--- config.mk ---
export PLATFORM = sky130hd
export DESIGN_NAME = tx_ring_engine
export DESIGN_NICKNAME = d
export VERILOG_FILES = /design/src/rtl/tx_ring_pkg.sv /design/src/rtl/tx_poll_timer.sv /design/src/rtl/tx_ring_ptr.sv /design/src/rtl/tx_wb_pack.sv /design/src/rtl/tx_ring_engine.sv
export SDC_FILE = /design/constraint.sdc
export NUM_CORES = 1
export LEC_CHECK = 0
export BUFFER_PORTS_ARGS = -buffer_cell sky130_fd_sc_hd__buf_2
export CAP_MARGIN = 0
export CORE_MARGIN = 5
export CORE_UTILIZATION = 60
export CTS_CLUSTER_DIAMETER = 200
export DETAILED_ROUTE_END_ITERATION = 16
export PLACE_DENSITY = 0.82
export SLEW_MARGIN = 20
export SYNTH_ARGS = -nofsm -noshare
export SYNTH_HDL_FRONTEND = slang
export SYNTH_SLANG_ARGS = --single-unit
--- constraint.sdc ---
create_clock -name clk_i -period 9.8 [get_ports clk_i]
set_input_delay 1.96 -clock clk_i [delete_from_list [all_inputs] [get_ports clk_i]]
set_output_delay 1.96 -clock clk_i [all_outputs]
set_load 0.005 [all_outputs]
--- src/rtl/tx_ring_pkg.sv ---
`timescale 1ns/1ps
package tx_ring_pkg;

  typedef enum logic [3:0] {
    S_OFF, S_WAIT, S_RFLAG, S_CFLAG, S_RLO, S_CLO, S_RLEN, S_CLEN,
    S_FETCH, S_FWAIT, S_EMIT, S_LOOK, S_CLOOK, S_MAC, S_WMISC, S_WFLAG
  } eng_state_e;

  typedef enum logic [1:0] {WB_CHAIN, WB_END, WB_UFLO} wb_kind_e;

  typedef struct packed {
    logic       one;
    logic       more;
    logic       def;
    logic       lcar;
    logic       lcol;
    logic       rtry;
    logic [9:0] tdr;
  } mac_stat_t;

  localparam int FB_OWN  = 7;
  localparam int FB_ERR  = 6;
  localparam int FB_MORE = 4;
  localparam int FB_ONE  = 3;
  localparam int FB_DEF  = 2;
  localparam int FB_STP  = 1;
  localparam int FB_ENP  = 0;

  localparam int MB_BUFF = 15;
  localparam int MB_UFLO = 14;
  localparam int MB_LCOL = 12;
  localparam int MB_LCAR = 11;
  localparam int MB_RTRY = 10;

  localparam int OFF_LO   = 0;
  localparam int OFF_FLAG = 1;
  localparam int OFF_LEN  = 2;
  localparam int OFF_MISC = 3;

endpackage

--- src/rtl/tx_poll_timer.sv ---
`timescale 1ns/1ps
module tx_poll_timer #(
  parameter int POLL_CYCLES = 64
) (
  input  logic clk_i,
  input  logic rst_ni,
  input  logic run_i,
  output logic expire_o
);
  localparam int CW = $clog2(POLL_CYCLES + 1);
  localparam logic [CW-1:0] LAST = CW'(POLL_CYCLES - 1);

  logic [CW-1:0] cnt_q;

  always_ff @(posedge clk_i or negedge rst_ni) begin
    if (!rst_ni)             cnt_q <= '0;
    else if (!run_i)         cnt_q <= '0;
    else if (cnt_q != LAST)  cnt_q <= cnt_q + 1'b1;
  end

  assign expire_o = run_i && (cnt_q == LAST);
endmodule

--- src/rtl/tx_ring_ptr.sv ---
`timescale 1ns/1ps
module tx_ring_ptr #(
  parameter int MAX_LOG2 = 7,
  localparam int IW = (MAX_LOG2 < 1) ? 1 : MAX_LOG2
) (
  input  logic          clk_i,
  input  logic          rst_ni,
  input  logic [2:0]    log2_i,
  input  logic          adv_i,
  output logic [IW-1:0] idx_o,
  output logic [IW-1:0] nidx_o
);
  logic [IW-1:0] idx_q;
  logic [IW-1:0] mask;
  int            eff;

  always_comb begin
    eff  = (int'(log2_i) > MAX_LOG2) ? MAX_LOG2 : int'(log2_i);
    mask = '0;
    for (int b = 0; b < IW; b++) begin
      if (b < eff) mask[b] = 1'b1;
    end
  end

  assign nidx_o = (idx_q + 1'b1) & mask;
  assign idx_o  = idx_q;

  always_ff @(posedge clk_i or negedge rst_ni) begin
    if (!rst_ni)    idx_q <= '0;
    else if (adv_i) idx_q <= nidx_o;
  end
endmodule

--- src/rtl/tx_wb_pack.sv ---
`timescale 1ns/1ps
module tx_wb_pack
  import tx_ring_pkg::*;
(
  input  wb_kind_e    kind_i,
  input  logic [7:0]  flag_i,
  input  mac_stat_t   stat_i,
  output logic [7:0]  flag_o,
  output logic [15:0] misc_o
);
  always_comb begin
    flag_o         = '0;
    misc_o         = '0;
    flag_o[FB_STP] = flag_i[FB_STP];
    flag_o[FB_ENP] = flag_i[FB_ENP];
    unique case (kind_i)
      WB_END: begin
        flag_o[FB_MORE] = stat_i.more;
        flag_o[FB_ONE]  = stat_i.one;
        flag_o[FB_DEF]  = stat_i.def;
        flag_o[FB_ERR]  = stat_i.lcar | stat_i.lcol | stat_i.rtry;
        misc_o[9:0]     = stat_i.tdr;
        misc_o[MB_LCOL] = stat_i.lcol;
        misc_o[MB_LCAR] = stat_i.lcar;
        misc_o[MB_RTRY] = stat_i.rtry;
      end
      WB_UFLO: begin
        flag_o[FB_ERR]  = 1'b1;
        misc_o[MB_BUFF] = 1'b1;
        misc_o[MB_UFLO] = 1'b1;
      end
      default: ;
    endcase
  end
endmodule

--- src/rtl/tx_ring_engine.sv ---
`timescale 1ns/1ps
module tx_ring_engine
  import tx_ring_pkg::*;
#(
  parameter int AW          = 16,
  parameter int POLL_CYCLES = 64,
  parameter int MAX_LOG2    = 7
) (
  input  logic          clk_i,
  input  logic          rst_ni,
  input  logic          start_i,
  input  logic          demand_i,
  input  logic [AW-1:0] ring_base_i,
  input  logic [2:0]    ring_log2_i,
  output logic          mem_req_o,
  output logic          mem_we_o,
  output logic [AW-1:0] mem_addr_o,
  output logic [15:0]   mem_wdata_o,
  input  logic [15:0]   mem_rdata_i,
  output logic          tx_valid_o,
  output logic [7:0]    tx_data_o,
  output logic          tx_last_o,
  input  logic          tx_ready_i,
  input  logic          mac_done_i,
  input  logic          mac_one_retry_i,
  input  logic          mac_multi_retry_i,
  input  logic          mac_deferred_i,
  input  logic          mac_lost_carrier_i,
  input  logic          mac_late_col_i,
  input  logic          mac_retry_fail_i,
  input  logic [9:0]    mac_tdr_i,
  output logic          tx_irq_o,
  output logic          tx_on_o
);
  localparam int IW = (MAX_LOG2 < 1) ? 1 : MAX_LOG2;
  localparam int PW = AW + 1;

  eng_state_e    state;
  wb_kind_e      kind_q;
  mac_stat_t     stat_q;
  logic [7:0]    cur_flag, cur_hi, look_flag, look_hi;
  logic [15:0]   cur_lo, cnt_q, word_q;
  logic [PW-1:0] ptr_q;
  logic          irq_q;

  logic [IW-1:0] idx, nidx;
  logic [AW-1:0] cur_base, nxt_base;
  logic [7:0]    pk_flag;
  logic [15:0]   pk_misc;
  logic [15:0]   neg_len;
  logic          expire, adv;
  eng_state_e    post_state;

  tx_ring_ptr #(.MAX_LOG2(MAX_LOG2)) u_ptr (
    .clk_i, .rst_ni, .log2_i(ring_log2_i), .adv_i(adv), .idx_o(idx), .nidx_o(nidx)
  );

  tx_poll_timer #(.POLL_CYCLES(POLL_CYCLES)) u_poll (
    .clk_i, .rst_ni, .run_i(state == S_WAIT), .expire_o(expire)
  );

  tx_wb_pack u_pack (
    .kind_i(kind_q), .flag_i(cur_flag), .stat_i(stat_q), .flag_o(pk_flag), .misc_o(pk_misc)
  );

  assign cur_base   = ring_base_i + AW'({idx, 2'b00});
  assign nxt_base   = ring_base_i + AW'({nidx, 2'b00});
  assign neg_len    = ~mem_rdata_i + 16'd1;
  assign adv        = (state == S_WFLAG);
  assign post_state = cur_flag[FB_ENP] ? S_MAC : S_LOOK;

  always_comb begin
    mem_req_o   = 1'b0;
    mem_we_o    = 1'b0;
    mem_addr_o  = cur_base;
    mem_wdata_o = '0;
    unique case (state)
      S_RFLAG: begin mem_req_o = 1'b1; mem_addr_o = cur_base + AW'(OFF_FLAG); end
      S_RLO:   begin mem_req_o = 1'b1; mem_addr_o = cur_base + AW'(OFF_LO);   end
      S_RLEN:  begin mem_req_o = 1'b1; mem_addr_o = cur_base + AW'(OFF_LEN);  end
      S_FETCH: begin mem_req_o = 1'b1; mem_addr_o = ptr_q[PW-1:1];            end
      S_LOOK:  begin mem_req_o = 1'b1; mem_addr_o = nxt_base + AW'(OFF_FLAG); end
      S_WMISC: begin
        mem_req_o   = 1'b1;
        mem_we_o    = 1'b1;
        mem_addr_o  = cur_base + AW'(OFF_MISC);
        mem_wdata_o = pk_misc;
      end
      S_WFLAG: begin
        mem_req_o   = 1'b1;
        mem_we_o    = 1'b1;
        mem_addr_o  = cur_base + AW'(OFF_FLAG);
        mem_wdata_o = {pk_flag, cur_hi};
      end
      default: ;
    endcase
  end

  assign tx_valid_o = (state == S_EMIT);
  assign tx_data_o  = ptr_q[0] ? word_q[7:0] : word_q[15:8];
  assign tx_last_o  = tx_valid_o && (cnt_q == 16'd1) && cur_flag[FB_ENP];
  assign tx_irq_o   = irq_q;
  assign tx_on_o    = (state != S_OFF);

  always_ff @(posedge clk_i or negedge rst_ni) begin
    if (!rst_ni) begin
      state     <= S_OFF;
      kind_q    <= WB_CHAIN;
      stat_q    <= '0;
      cur_flag  <= '0;
      cur_hi    <= '0;
      cur_lo    <= '0;
      look_flag <= '0;
      look_hi   <= '0;
      cnt_q     <= '0;
      word_q    <= '0;
      ptr_q     <= '0;
      irq_q     <= 1'b0;
    end else begin
      irq_q <= 1'b0;
      unique case (state)
        S_OFF:   if (start_i) state <= S_RFLAG;
        S_WAIT:  if (demand_i || expire) state <= S_RFLAG;
        S_RFLAG: state <= S_CFLAG;
        S_CFLAG: begin
          cur_flag <= mem_rdata_i[15:8];
          cur_hi   <= mem_rdata_i[7:0];
          state    <= mem_rdata_i[8+FB_OWN] ? S_RLO : S_WAIT;
        end
        S_RLO:   state <= S_CLO;
        S_CLO: begin
          cur_lo <= mem_rdata_i;
          state  <= S_RLEN;
        end
        S_RLEN:  state <= S_CLEN;
        S_CLEN: begin
          cnt_q <= neg_len;
          ptr_q <= PW'({cur_hi, cur_lo});
          state <= (neg_len == 16'd0) ? post_state : S_FETCH;
        end
        S_FETCH: state <= S_FWAIT;
        S_FWAIT: begin
          word_q <= mem_rdata_i;
          state  <= S_EMIT;
        end
        S_EMIT: if (tx_ready_i) begin
          ptr_q <= ptr_q + 1'b1;
          cnt_q <= cnt_q - 16'd1;
          if (cnt_q == 16'd1) state <= post_state;
          else if (ptr_q[0])  state <= S_FETCH;
        end
        S_LOOK:  state <= S_CLOOK;
        S_CLOOK: begin
          look_flag <= mem_rdata_i[15:8];
          look_hi   <= mem_rdata_i[7:0];
          if (mem_rdata_i[8+FB_OWN]) begin
            kind_q <= WB_CHAIN;
            state  <= S_WFLAG;
          end else begin
            kind_q <= WB_UFLO;
            state  <= S_WMISC;
          end
        end
        S_MAC: if (mac_done_i) begin
          stat_q.one  <= mac_one_retry_i;
          stat_q.more <= mac_multi_retry_i;
          stat_q.def  <= mac_deferred_i;
          stat_q.lcar <= mac_lost_carrier_i;
          stat_q.lcol <= mac_late_col_i;
          stat_q.rtry <= mac_retry_fail_i;
          stat_q.tdr  <= mac_tdr_i;
          kind_q      <= WB_END;
          state       <= S_WMISC;
        end
        S_WMISC: state <= S_WFLAG;
        S_WFLAG: begin
          unique case (kind_q)
            WB_CHAIN: begin
              cur_flag <= look_flag;
              cur_hi   <= look_hi;
              state    <= S_RLO;
            end
            WB_END: begin
              irq_q <= 1'b1;
              state <= S_RFLAG;
            end
            default: begin
              irq_q <= 1'b1;
              state <= S_OFF;
            end
          endcase
        end
        default: state <= S_OFF;
      endcase
    end
  end
endmodule

# == Word-level counts from Yosys, hierarchy flattened ==
# Index checks and enable logic that the tools add are counted.
# op_classes
n_addsub,11
n_reduce_logical,19
bitwise_logic,4
mux,43
order_cmp,7
eq_ne,27
# ops
op,n
$pmux W16 S5,1
$pmux W16 S2,2
$pmux W4 S16,1
$add A16 B1 Y16 const B,3
$pmux W17 S2,1
$add A16 B2 Y16 const B,2
$add A16 B9 Y16,2
$eq A4 B4 Y1 const B,8
$mux W4,6
$add A17 B1 Y17 const B,1
$mux W17,1
$eq A16 B1 Y1 const B,1
$eq A4 B3 Y1 const B,4
$logic_not A16 Y1,1
$mux W16,1
$mux W8,2
$not A16 Y16,1
$pmux W8 S2,1
$sub A16 B1 Y16 const B,1
$add A7 B1 Y7 const B,2
$mux W7,2
$mux W13,1
$mux W1,12
$mux W3,4
28 further kinds,50
# totals
regBits,122
elab_cells,131
output_inout_bits,46
inputBits,57

# == Longest topological paths before layout ==
# depth
depth_word,6
depth_mapped,14
ltp_nobuf,14

# == Cells and area by module ==
# A second synthesis with hierarchy kept.
# hier_totals
hier_cells,1064
hier_area_um2,9410.3
# modules_own_cells
mod,area_each_um2,seq_area_each_um2,cells_per_inst,instances
tx_ring_engine,8335.5,3002.9,939,1
tx_ring_ptr,495.5,175.2,58,1
tx_poll_timer,356.6,175.2,36,1
tx_wb_pack,222.7,0.0,31,1

# == Least setup slack after synthesis ==
# No wires, ideal clock.
# synth_path
kind,in2out
start,input port ring_base_i[2]
end,output port mem_addr_o[15]
stages,11
slack_ns,3.339
required_time_ns,7.840
path_buffers,1
t_arrival_ns,4.501
cell_sequence,ha_1 -> fa_1 -> a21oi_2 -> o211ai_1 -> a221oi_2 -> o211ai_2 -> or2_1 -> buf_6 -> nor4_4 -> o211ai_1 -> a221o_1
# synth_via
elab_chain_cells,3
elab_cells_between_ends,7
classes_between,add/sub (6); mux (1)
# synth_lines
element,line,rtl
start: declaration,tx_ring_engine.sv:13,"input logic [AW-1:0] ring_base_i,"
$add A16 B9 Y16 (on tied branches),"tx_ring_engine.sv:66, tx_ring_engine.sv:67",
"$add A16 B1 Y16, or another cell as far along","tx_ring_engine.sv:78, tx_ring_engine.sv:92",
$pmux W16 S5 (*),tx_ring_engine.sv:77,unique case (state)
end: declaration,tx_ring_engine.sv:17,"output logic [AW-1:0] mem_addr_o,"
# Every way passes the cells marked *; elsewhere a longest branch is shown, timed or not.

# == Worst setup path in the final report ==
# layout_path
start,input port ring_base_i[2]
end,output port mem_addr_o[14]
# The elaborated chain is that of the path after synthesis.

==> flow_summary.yaml <==
placed_design:
  post-dp-hpwl_um: 17150
  io_buffer_count: 101
  gp_congestion: 0.9286
power:
  irDropWorstVdd_mv: 0.1936
  leakagePower_nw: 4.219
  powerDensity_nw_per_um2: 278.2
clocking:
  cts_resized: 0
  cts_root_buf: "clkbuf_16"
  holdBufCountCts: 0
  ctsLongestPathBuffers: 2
  post_cts_buffers: 0
  cts_num_sinks: 122
  insertion_delay_ps: 430
  path_clk_slew_ps: 60
  numCtsBuffers: 17
  cts_tree: "yes"
  htree_levels: 4
synthesis:
  synth_flop_cell: "dfrtp_1"
  synth-seq-cells: 122
  avgSynthCellArea_um2: 8.507
  synth-seq-area-share: 0.3546
  synth_top_family_by_area: "compound AO/OA/AOI/OAI gates"
  synth-simple-area-share: 0.2075
  synth_mux_area_frac: 0.08458
  syn_nets: 1097
  synthCells: 1012
  synth_edf_count: 0
  synthDistinctLibCells: 80
  async_flop_share: 1.000
  synth-compound-area-share: 0.2160
  synthXorXnorAreaFrac: 0.05682
  post_synth_fa_ha_maj_area_fraction: 0.04360
  yosys_warnings: 0
  syn-cell-area_um2: 8610
die:
  fp.dieH_um: 129.8
  die_w_um: 129.8
  initial_core_util: 0.6155
  ios: 103
  rows: 43
  core_um2: 13990
  die_area_um2: 16850
sta:
  setup_viol: 0
  worst_pin_slew_ps: 893.4
  max_slew_margin: 0.4022
  post-route-period-util: 0.7118
  rsz0062_at_grt: "false"
  holdWs_ps: 487.0
  finalHoldViolations: 0
  drv_slew: 0
  clock.fmax_mhz: 143.4
  skew_ps: 12.31
  min_period_ps: 6976
  totalNegativeSetupSlack_ps: 0
global_route:
  gr-total-overflow: 0
  grtUsageTotal: 0.2969
  antenna_found_initial: 0
  grt_pass1_vias: 7875
  grt_pass1_wl_um: 39990
  grt_max_degree: 65
critical_path:
  critPathKind: "primary input to output port"
  crit_required_ps: 7840
  worstPathMaxFanout: 6
  reg2reg_setup_slack_ps: 6140
  cp-end-kind: "output port"
  crit_arrival_ps: 5020
  start_kind: "primary input"
routing:
  initialDrtViolationCount: 948
  vias: 8197
  via_per_inst: 6.409
  dr.pass1.iters: 6
  ant_nets: 0
  drc_errors: 0
  avgRoutedWirePerCell_um: 19.17
  wl_um: 24520
layout:
  fill_cells: 1091
  fin_nets: 1171
  final_util: 0.7022
  diodes: 0
  drive_above_1_share: 0.2084
  area_growth_pct: 14.10
status:
  outcome: "finished clean"
hold_path:
  min_path_type: "flop to flop"
flow_run:
  cap_violations: 0
==> cell usage in the layout, fill, tap and decap left out, types with 10 or more instances in the layout <==
master and n:
o22ai_1 11, nand2b_1 10, clkbuf_16 17, o31ai_1 10
nand3_1 37, a31oi_1 18, xnor2_1 38, a22o_1 11
ha_1 26, o211ai_1 10, nor3_1 22, inv_1 20
nand4_1 11, buf_2 100, a21oi_1 91, dfrtp_1 122
buf_4 13, nand2_1 120, xor2_1 16, nor2b_1 11
nor2_1 87, o21ai_0 67, and3_1 16, mux2_2 62
==> stage by stage <==
stage	cell area (µm²)	setup WS [ps]	instances	power [W]
5_1_grt	9823	2649	1279	0.002911
4_1_cts	9818	2863	1279	0.002709
2_1_floorplan	8610	3339	1012	0.001678
3_3_place_gp	9204	2919	1247	0.001997
3_5_place_dp	9204	2880	1247	0.002039
6_report	9823	2824	1279	0.002733
==> final cells by class <==
class                           instances  area (µm²)  area share
Inverter                               21       78.83    0.008024
Tap cell                              180       225.2     0.02293
Clock inverter                         14       185.2     0.01885
Multi-Input combinational cell        811        5254      0.5348
Clock buffer                           18       429.2     0.04369
Sequential cell                       122        3053      0.3108
Timing Repair Buffer                  113       598.1     0.06088
==> metal layers <==
| metal | part of all wire | track usage | routed length, µm |
|---|---|---|---|
| met1 | 0.41 | 0.4036 | 10120 |
| met2 | 0.48 | 0.4813 | 11790 |
| met5 | 0 | 0 | 0 |
| met4 | 0.021 | 0.09108 | 523 |
| met3 | 0.085 | 0.06099 | 2081 |
==> power breakdown <==
| part | total, W | internal (W) | leakage [nW] | switching (W) |
|---|---|---|---|---|
| sequential | 0.000925 | 0.000707 | 1.49 | 0.000218 |
| clock | 0.000656 | 0.000406 | 0.296 | 0.000249 |
| combinational | 0.00115 | 0.000494 | 2.43 | 0.000658 |
==> registers in the layout (all words and copies together), names as in the netlist <==
register      count
ptr_q            17
cnt_q            16
cur_lo           16
stat_q           16
word_q           16
cur_hi            8
look_hi           8
u_poll.cnt_q      7
u_ptr.idx_o       7
state             4
cur_flag          2
kind_q            2
look_flag         2
tx_irq_o          1
==> cell usage after synthesis (all sizes together) (10+ instances only) <==
library cell	instances	area (µm²)
and2	10	62.56
a22o	11	96.34
o21ai	70	350.3
dfrtp	122	3053
mux2	62	698.2
xor2	16	140.1
ha	26	325.3
a21oi	93	473.0
nand3	37	185.2
nand2b	10	62.56
nor2b	11	68.82
o211ai	11	87.58
and3	16	100.1
clkbuf	51	192.7
nand2	120	450.4
xnor2	39	349.1
nor2	88	330.3
nor4	11	98.84
o31ai	10	75.07
nand4	11	68.82
a31oi	18	112.6
inv	20	75.07
o22ai	11	68.82
nor3	25	141.4
==> worst max-delay path: stages <==
cell and delay (ps):
buf_2 110, ha_1 230, fa_1 480, a21oi_2 230, o211ai_1 180, a221oi_2 380
o211ai_2 200, or2_1 360, or4_1 490, o21ai_1 130, a221oi_1 90, buf_2 180
==> path summary, 6_finish.rpt <==
check / depth (start not counted) / start / end
min in group asynchronous: 1 / rst_ni / cnt_q[12]
setup / recovery: 12 / ring_base_i[2] / mem_addr_o[14]
hold / removal: 2 / look_hi[5] / look_hi[5]
max in group asynchronous: 2 / rst_ni / state[3]
setup reg to reg: 9 / state[0] / state[0]
hold reg to reg: 2 / look_hi[5] / look_hi[5]
==> logic make-up after synthesis <==
group,Yosys count
adder cells (fa/ha/maj),29
flip-flops,122
AO/OA/AOI/OAI,293
XOR/XNOR,55
multiplexers,65
other,1
AND/OR/NAND/NOR,368
buffers and inverters,79
Note: power is estimated with default switching activity, not from simulation.
